[config.mk]
export PLATFORM = sky130hd
export DESIGN_NAME = lvl_irq_router
export DESIGN_NICKNAME = d
export VERILOG_FILES = /design/src/rtl/lvl_irq_router_pkg.sv /design/src/rtl/lvl_irq_rst_sync.sv /design/src/rtl/lvl_irq_src_sync.sv /design/src/rtl/lvl_irq_line.sv /design/src/rtl/lvl_irq_router.sv
export SDC_FILE = /design/constraint.sdc
export NUM_CORES = 1
export LEC_CHECK = 0
export ABC_CLOCK_PERIOD_IN_PS = 5200
export CAP_MARGIN = 20
export CORE_ASPECT_RATIO = 0.8
export CORE_MARGIN = 8
export CORE_UTILIZATION = 60
export DETAILED_ROUTE_END_ITERATION = 7
export DONT_BUFFER_PORTS = 1
export HOLD_SLACK_MARGIN = 0.1
export PLACE_DENSITY_LB_ADDON = 0.08
export SYNTH_ARGS = -nofsm -noshare
export SYNTH_HDL_FRONTEND = slang
export SYNTH_SLANG_ARGS = --single-unit
[constraint.sdc]
create_clock -name clk -period 5.2 [get_ports clk]
set_input_delay 0.26 -clock clk [delete_from_list [all_inputs] [get_ports clk]]
set_output_delay 0.26 -clock clk [all_outputs]
set_load 0.005 [all_outputs]
[src/rtl/lvl_irq_router_pkg.sv]
package lvl_irq_router_pkg;
  localparam int unsigned SRC_COUNT  = 9;
  localparam int unsigned LINE_COUNT = 3;
  localparam int unsigned PEND_LSB   = 16;
  localparam int unsigned WORD_BITS  = 32;
  localparam int unsigned SYNC_DEPTH = 2;
endpackage

[src/rtl/lvl_irq_rst_sync.sv]
module lvl_irq_rst_sync (
  input  logic clk,
  input  logic rst_n,
  output logic rst_sync_n
);
  logic [1:0] stage_q;

  always_ff @(posedge clk or negedge rst_n) begin
    if (!rst_n) stage_q <= 2'b00;
    else        stage_q <= {stage_q[0], 1'b1};
  end

  assign rst_sync_n = stage_q[1];
endmodule

[src/rtl/lvl_irq_src_sync.sv]
module lvl_irq_src_sync #(
  parameter int unsigned WIDTH = 9,
  parameter int unsigned DEPTH = 2
) (
  input  logic             clk,
  input  logic             rst_n,
  input  logic [WIDTH-1:0] pin_i,
  output logic [WIDTH-1:0] sync_o
);
  logic [WIDTH-1:0] stage_q [DEPTH];

  for (genvar s = 0; s < DEPTH; s++) begin : g_stage
    logic [WIDTH-1:0] stage_d;
    if (s == 0) begin : g_first
      assign stage_d = pin_i;
    end else begin : g_next
      assign stage_d = stage_q[s-1];
    end
    always_ff @(posedge clk or negedge rst_n) begin
      if (!rst_n) stage_q[s] <= '0;
      else        stage_q[s] <= stage_d;
    end
  end

  assign sync_o = stage_q[DEPTH-1];
endmodule

[src/rtl/lvl_irq_line.sv]
module lvl_irq_line #(
  parameter int unsigned NSRC     = 9,
  parameter int unsigned PEND_POS = 16,
  parameter int unsigned DW       = 32
) (
  input  logic            clk,
  input  logic            rst_n,
  input  logic            wr_i,
  input  logic [DW-1:0]   wdata_i,
  input  logic [NSRC-1:0] act_i,
  output logic [NSRC-1:0] en_o,
  output logic [NSRC-1:0] pend_o,
  output logic            irq_o
);
  logic [NSRC-1:0] en_q, en_d;
  logic [NSRC-1:0] pend_q, pend_d;
  logic [NSRC-1:0] clr_mask;
  logic [NSRC-1:0] hit;

  always_comb begin
    clr_mask = wr_i ? wdata_i[PEND_POS +: NSRC] : '0;
    hit      = act_i & en_q;
    en_d     = wdata_i[NSRC-1:0];
    pend_d   = (pend_q & ~clr_mask) | hit;
  end

  always_ff @(posedge clk or negedge rst_n) begin
    if (!rst_n) begin
      en_q <= '0;
    end else if (wr_i) begin
      en_q <= en_d;
    end
  end

  always_ff @(posedge clk or negedge rst_n) begin
    if (!rst_n) pend_q <= '0;
    else        pend_q <= pend_d;
  end

  assign en_o   = en_q;
  assign pend_o = pend_q;
  assign irq_o  = |pend_q;

  AST_PEND_SETS_ON_HIT: assert property (@(posedge clk) disable iff (!rst_n)
    1'b1 |=> ((pend_q & $past(act_i & en_q)) == $past(act_i & en_q)));
  AST_W1C_CLEARS: assert property (@(posedge clk) disable iff (!rst_n)
    wr_i |=> ((pend_q & $past(wdata_i[PEND_POS +: NSRC] & ~(act_i & en_q))) == '0));
  AST_PEND_HOLDS: assert property (@(posedge clk) disable iff (!rst_n)
    !wr_i |=> ((pend_q & $past(pend_q)) == $past(pend_q)));
  AST_IRQ_NEEDS_CAUSE: assert property (@(posedge clk) disable iff (!rst_n)
    $rose(irq_o) |-> ($past(act_i & en_q) != '0));
endmodule

[src/rtl/lvl_irq_router.sv]
module lvl_irq_router
  import lvl_irq_router_pkg::*;
#(
  parameter int unsigned NSRC   = SRC_COUNT,
  parameter int unsigned NLINE  = LINE_COUNT,
  parameter int unsigned ADDR_W = $clog2((NLINE + 1) * 4)
) (
  input  logic                 clk,
  input  logic                 rst_n,
  input  logic [ADDR_W-1:0]    bus_addr,
  input  logic                 bus_we,
  input  logic [WORD_BITS-1:0] bus_wdata,
  output logic [WORD_BITS-1:0] bus_rdata,
  input  logic [NSRC-1:0]      src_in,
  output logic [NLINE-1:0]     irq_out
);
  localparam int unsigned IDX_W = ADDR_W - 2;

  logic              rst_q_n;
  logic [NSRC-1:0]   src_sync;
  logic [NSRC-1:0]   active;
  logic [NSRC-1:0]   pol_q, pol_d;
  logic              pol_we;
  logic [IDX_W-1:0]  word_idx;
  logic [NSRC-1:0]   line_en   [NLINE];
  logic [NSRC-1:0]   line_pend [NLINE];

  lvl_irq_rst_sync u_rst (
    .clk        (clk),
    .rst_n      (rst_n),
    .rst_sync_n (rst_q_n)
  );

  lvl_irq_src_sync #(.WIDTH(NSRC), .DEPTH(SYNC_DEPTH)) u_sync (
    .clk    (clk),
    .rst_n  (rst_q_n),
    .pin_i  (src_in),
    .sync_o (src_sync)
  );

  assign word_idx = bus_addr[ADDR_W-1:2];
  assign active   = ~(src_sync ^ pol_q);
  assign pol_we   = bus_we && (word_idx == '0);

  always_comb begin
    pol_d = bus_wdata[NSRC-1:0];
  end

  always_ff @(posedge clk or negedge rst_q_n) begin
    if (!rst_q_n) begin
      pol_q <= '0;
    end else if (pol_we) begin
      pol_q <= pol_d;
    end
  end

  for (genvar k = 0; k < NLINE; k++) begin : g_line
    logic line_we;
    assign line_we = bus_we && (word_idx == IDX_W'(k + 1));
    lvl_irq_line #(.NSRC(NSRC), .PEND_POS(PEND_LSB), .DW(WORD_BITS)) u_line (
      .clk     (clk),
      .rst_n   (rst_q_n),
      .wr_i    (line_we),
      .wdata_i (bus_wdata),
      .act_i   (active),
      .en_o    (line_en[k]),
      .pend_o  (line_pend[k]),
      .irq_o   (irq_out[k])
    );
  end

  always_comb begin
    bus_rdata = '0;
    if (word_idx == '0) begin
      bus_rdata[NSRC-1:0] = pol_q;
    end else begin
      for (int k = 0; k < NLINE; k++) begin
        if (word_idx == IDX_W'(k + 1)) begin
          bus_rdata[NSRC-1:0]           = line_en[k];
          bus_rdata[PEND_LSB +: NSRC]   = line_pend[k];
        end
      end
    end
  end

  AST_POL_WRITE_TAKES: assert property (@(posedge clk) disable iff (!rst_q_n)
    pol_we |=> (pol_q == $past(bus_wdata[NSRC-1:0])));
endmodule

# Yosys cells after proc, flatten, opt, wreduce, memory -nomap -nowiden
# Cells that the tools add are included.
dict set report totals {
  rom_bits 0
  input_bits 48
  out_inout_bits 35
  ff_bits 83
  wordCells 46
  ram_bits 0
  memories 0
  latch_bits 0
}
dict set report op_classes {
  n_mux 11
  add_sub_neg 0
  eq_ne 3
  shift 0
  magnitude_cmp 0
  bitwise_logic 14
  div 0
  n_reduce_logical 8
  mul 0
}
# cell count
set op_table {}
lappend op_table {{$mux 9} 11}
lappend op_table {{$and 9x9->9} 6}
lappend op_table {{$not 9->9} 4}
lappend op_table {{$or 9x9->9} 3}
lappend op_table {{$reduce_or 9->1} 3}
lappend op_table {{$xor 9x9->9} 1}
lappend op_table {{$eq 2x2->1 const B} 2}
lappend op_table {{$logic_and 1x1->1} 4}
lappend op_table {{$eq 2x1->1 const B} 1}
lappend op_table {{$logic_not 2->1} 1}

# Depth between registers and ports, before layout
dict set report logic_depth {
  word_depth 6
  ltp_mapped 4
  ltp_nobuf 2
}

# Hierarchy
# From an unflattened synthesis, not the netlist that was laid out.
dict set report unflattened {
  cells_unflattened 255
  area_unflattened_um2 3681.0
}
# module instances seq_area_each_um2 cells_each area_each_um2
set modules_own_cells {}
lappend modules_own_cells {lvl_irq_line 3 450.4 51 714.4}
lappend modules_own_cells {lvl_irq_router 1 225.2 81 1033.5}
lappend modules_own_cells {lvl_irq_src_sync 1 450.4 18 450.4}
lappend modules_own_cells {lvl_irq_rst_sync 1 50.0 3 53.8}

# Worst setup path after synthesis
# OpenSTA, ideal clock, no wires.
dict set report synth_path {
  path_kind {input port to output port}
  start {input port bus_addr[3]}
  end {output port bus_rdata[0]}
  path_stages 2
  arrival_ps 944
  t_required_ps 4940
  setup_slack_ps 3996
  cell_sequence {buf_6 -> mux4_1}
}
dict set report synth_via {
  elab_chain_len 5
  elab_cells_between_ends 8
}
# element line
set synth_lines {}
lappend synth_lines {{from (decl)} lvl_irq_router.sv:10} ;# input logic [ADDR_W-1:0] bus_addr,
lappend synth_lines {{$eq 2x1->1} lvl_irq_router.sv:78} ;# if (word_idx == IDX_W'(k + 1)) begin
lappend synth_lines {{$mux 9 (3 in series)} lvl_irq_router.sv:78}
lappend synth_lines {{$mux 9 *} lvl_irq_router.sv:74} ;# if (word_idx == '0) begin
lappend synth_lines {{to (decl)} lvl_irq_router.sv:13} ;# output logic [WORD_BITS-1:0] bus_rdata,
# Every way passes the cells marked *; elsewhere a longest branch is shown, timed or not.

# Worst setup path in the final report
dict set report layout_path {
  start {register g_line[1].u_line.en_q[1]}
  end {output port bus_rdata[1]}
}
dict set report layout_via {
  elab_chain_len 3
}
# element line
set layout_lines {}
lappend layout_lines {{from (decl)} lvl_irq_line.sv:15} ;# logic [NSRC-1:0] en_q, en_d;
lappend layout_lines {{from (signal assigned)} lvl_irq_line.sv:31} ;# en_q <= en_d;
lappend layout_lines {{$mux 9 (2 in series)} lvl_irq_router.sv:78}
lappend layout_lines {{$mux 9} lvl_irq_router.sv:74}
# Every way passes these cells.

==> results_tabular.tex <==
\begin{tabular}{lr}
\hline
Metric & Value \\
\hline
\multicolumn{2}{l}{\textbf{CTS}} \\
\quad Root buffer cell & clkbuf\_8 \\
\quad Cts bufs inserted & 9 \\
\quad \# resized after CTS & 0 \\
\quad Later-pin clock latency in the skew report & 0.35 ns \\
\quad CTS Sinks & 83 \\
\quad Number of setup buffers added after CTS & 0 \\
\quad CTS tree & done \\
\quad CTS max path bufs & 2 \\
\quad H-Tree Level Count & 3 \\
\quad Clock transition at the registers of the reported paths & 0.09 ns \\
\multicolumn{2}{l}{\textbf{Global routing}} \\
\quad Aggregate global routing overflow & 0 \\
\quad Maximum number of pins on one net before global-route repair & 82 \\
\quad Number of global-route vias before repair & 2276 \\
\quad First-pass GRT wire length & 12500 µm \\
\quad Global routing usage summed across all routing layers & 17.9\% \\
\quad Number of antenna violations at the first check in global routing & 0 \\
\multicolumn{2}{l}{\textbf{Floorplanning}} \\
\quad Std-Cell Rows & 25 \\
\quad Total Die Area & 9050 µm² \\
\quad Core ar. & 5970 µm² \\
\quad I/O pin total & 83 \\
\quad Effective utilization at floorplan & 62.8\% \\
\quad Die span in y & 86.7 µm \\
\quad Horizontal die dimension & 104 µm \\
\multicolumn{2}{l}{\textbf{Placement}} \\
\quad HPWL after DPL & 5010 µm \\
\quad Post-place instance area & 3690 µm² \\
\quad Count of input and output buffers & 0 \\
\quad Final weighted congestion in routability-driven placement & 0.747 \\
\multicolumn{2}{l}{\textbf{Synthesis}} \\
\quad Cell with the most instances after synthesis & dfrtp\_1 \\
\quad Average cell area after synthesis & 14.4 µm² \\
\quad Number of standard cells after synthesis & 260 \\
\quad Primary FF master, synth & dfrtp\_1 \\
\quad Commonest cells in the netlist & dfrtp\_1 (83), mux2\_2 (45), a22o\_1 (36) \\
\quad Share of flip-flops with an asynchronous set or reset & 100\% \\
\quad Share of the synthesized area in the top cell type & 55.4\% \\
\quad Cell type with the highest aggregate area in the netlist & dfrtp\_1 \\
\quad Yosys warning total & 0 \\
\quad Top cells by area in the synthesized netlist & dfrtp\_1 (55\%), mux2\_2 (14\%), a22o\_1 (8.4\%) \\
\quad Library cells used by synthesis & 21 \\
\quad Sequential cell area fraction in the yosys report & 55.4\% \\
\quad Mapped Area & 3750 µm² \\
\quad Number of enable flip-flop cells after synthesis & 0 \\
\quad Yosys reg bits & 83 \\
\multicolumn{2}{l}{\textbf{STA}} \\
\quad Worst-Margin Slew & 0.661 ns \\
\quad Slew Viols, Final & 0 \\
\quad Setup repair after global routing missed its margin & no \\
\quad Fin. Hold Viols & 0 \\
\quad Hold Slack & 0.120 ns \\
\quad Final worst clock skew & 0.00958 ns \\
\quad Time the final worst path needs with I/O delays and setup & 1.59 ns \\
\quad Final setup fails & 0 \\
\quad Worst max-slew margin expressed relative to the limit & 55.8\% \\
\quad Final cycle utilization of the critical path & 30.6\% \\
\quad Highest clock rate & 628 MHz \\
\quad Aggregate negative setup slack & 0 ns \\
\multicolumn{2}{l}{\textbf{Cells and area}} \\
\quad Share of final-layout standard cells stronger than drive strength 1 & 24.3\% \\
\quad Post-route cell area & 4160 µm² \\
\quad Ant. Diodes & 0 \\
\quad Utilization after layout & 69.7\% \\
\quad Relative area change from synthesis to final layout & 11.0\% \\
\quad Final net count & 327 \\
\multicolumn{2}{l}{\textbf{Worst setup path}} \\
\quad Arr. time, crit path & 1.33 ns \\
\quad Worst reg2reg endpoint & g\_line[1].u\_line.pend\_o[7] \\
\quad Buffer and inverter count on the worst path & 0 \\
\quad Source of the worst register-to-register timing path & pol\_q[7] \\
\quad Sort of element at the start of the critical path & flip-flop \\
\quad Cell count of the worst reg-to-reg path & 2 \\
\quad Kind of end point of the critical path & output port \\
\quad Crit-path max FO & 3 \\
\quad CP delay by family, top & multiplexers \\
\quad Worst setup slack for register-to-register paths & 4.23 ns \\
\quad Required @ worst endpoint & 4.94 ns \\
\quad Cell with the biggest individual delay on the critical path & mux4\_1 \\
\quad Cell breakdown of the critical path & mux4\_1 \\
\quad First element of the critical path & g\_line[1].u\_line.en\_o[1] \\
\quad Largest stage delay on the critical path & 0.57 ns \\
\quad Category of the critical setup timing path & flip-flop to output port \\
\multicolumn{2}{l}{\textbf{Pwr}} \\
\quad Total leakage power & 1.71 nW \\
\quad Pwr Density & 373 nW/µm² \\
\quad Overall power & 1.55 mW \\
\quad Maximum VDD drop & 0.235 mV \\
\multicolumn{2}{l}{\textbf{Route}} \\
\quad Routed via count & 2284 \\
\quad Post-detailed-route via-to-cell ratio & 6.26 \\
\quad WL per Instance & 21.2 µm \\
\quad Initial drt markers & 120 \\
\quad Final antenna-violating net count & 0 \\
\quad Routed Wire Length & 7740 µm \\
\quad Number of detailed-route iterations in the first pass & 4 \\
\quad Number of remaining DRC errors & 0 \\
\multicolumn{2}{l}{\textbf{Job}} \\
\quad Max Cap Violations & 0 \\
\multicolumn{2}{l}{\textbf{Outcome}} \\
\quad Result of the run & complete, no violations \\
\multicolumn{2}{l}{\textbf{Hold path}} \\
\quad Path type of the worst min-delay path & input port to flip-flop \\
\quad Launch point of the worst hold path & bus\_wdata[22] \\
\quad Worst hold path endpoint & g\_line[0].u\_line.pend\_o[6] \\
\quad Worst Hold Depth & 2 \\
\hline
\end{tabular}
power by group:
group / leakage, nW / internal (mW) / switching, mW
clock: 0.0935 / 0.226 / 0.232
sequential: 0.923 / 0.755 / 0.0990
combinational: 0.691 / 0.153 / 0.0869
layer usage:
metal / vias up / track usage (%) / wire length (µm)
met4: 0 / 5.11 / 62
met2: 89 / 24.8 / 3380
met1: 1174 / 24.6 / 3630
li1: 1012 / - / -
met3: 9 / 7.93 / 672
met5: - / 0 / 0
placed cells by master, fill, tap and decap left out, drive strengths merged:
cell type	instances
nor3b	1
mux4	9
nor2b	1
clkinvlp	2
mux2	45
a22o	36
clkinv	1
buf	2
bufinv	1
clkbuf	10
nand3b	2
nor2	3
inv	2
nor3	3
dfrtp	83
dlygate4sd3	25
nor4	3
conb	15
nand4	9
nand4b	18
xnor2	9
nand3	4
how the worst max path moves through the flow:
stage                     depth (start not counted)                       end  slack, ns
final                                             1              bus_rdata[1]       3.61
after detailed placement                          3                  pol_q[5]       3.61
after floorplan                                   0  g_line[0].u_line.en_o[0]       2.72
after CTS                                         1              bus_rdata[1]       3.59
after global placement                            3                  pol_q[0]       3.64
after global routing                              1              bus_rdata[4]       3.55
flip-flops by register name, summed over array words and instances (netlist names):
signal                  flops
u_sync.g_stage.stage_d      9
pol_q                       9
u_rst.stage_q               2
u_sync.sync_o               9
g_line.u_line.pend_o       27
g_line.u_line.en_o         27
through the flow:
stage | setup slack (ns) | cells
6_report | 3.61 | 365
5_1_grt | 3.55 | 365
2_1_floorplan | 2.72 | 273
3_5_place_dp | 3.61 | 323
3_3_place_gp | 3.64 | 323
4_1_cts | 3.59 | 364
repair_timing:
action                                  CTS  global route
endpoints found under the setup margin    0             0
endpoints found under the hold margin    54             0
hold buffers                             25             0
layout make-up:
class,count,area (µm²)
sequential,83,2080
fill,438,1810
multi-input combinational,158,1500
timing repair buffer,27,278
clock buffer,10,128
tap,81,101
clock inverter,6,71.3
logic make-up after synthesis:
family                    after synthesis  share of synthesized area, %
DFF                                    83                          55.4
muxes                                  54                          19.5
and+or+nand+nor                        44                          8.54
AOI/OAI and AO/OA                      36                          8.41
buffers and inverters                  32                          5.84
xor gates and xnor gates                9                          2.10
other                                   2                         0.200
(Power assumes the default switching activity.)
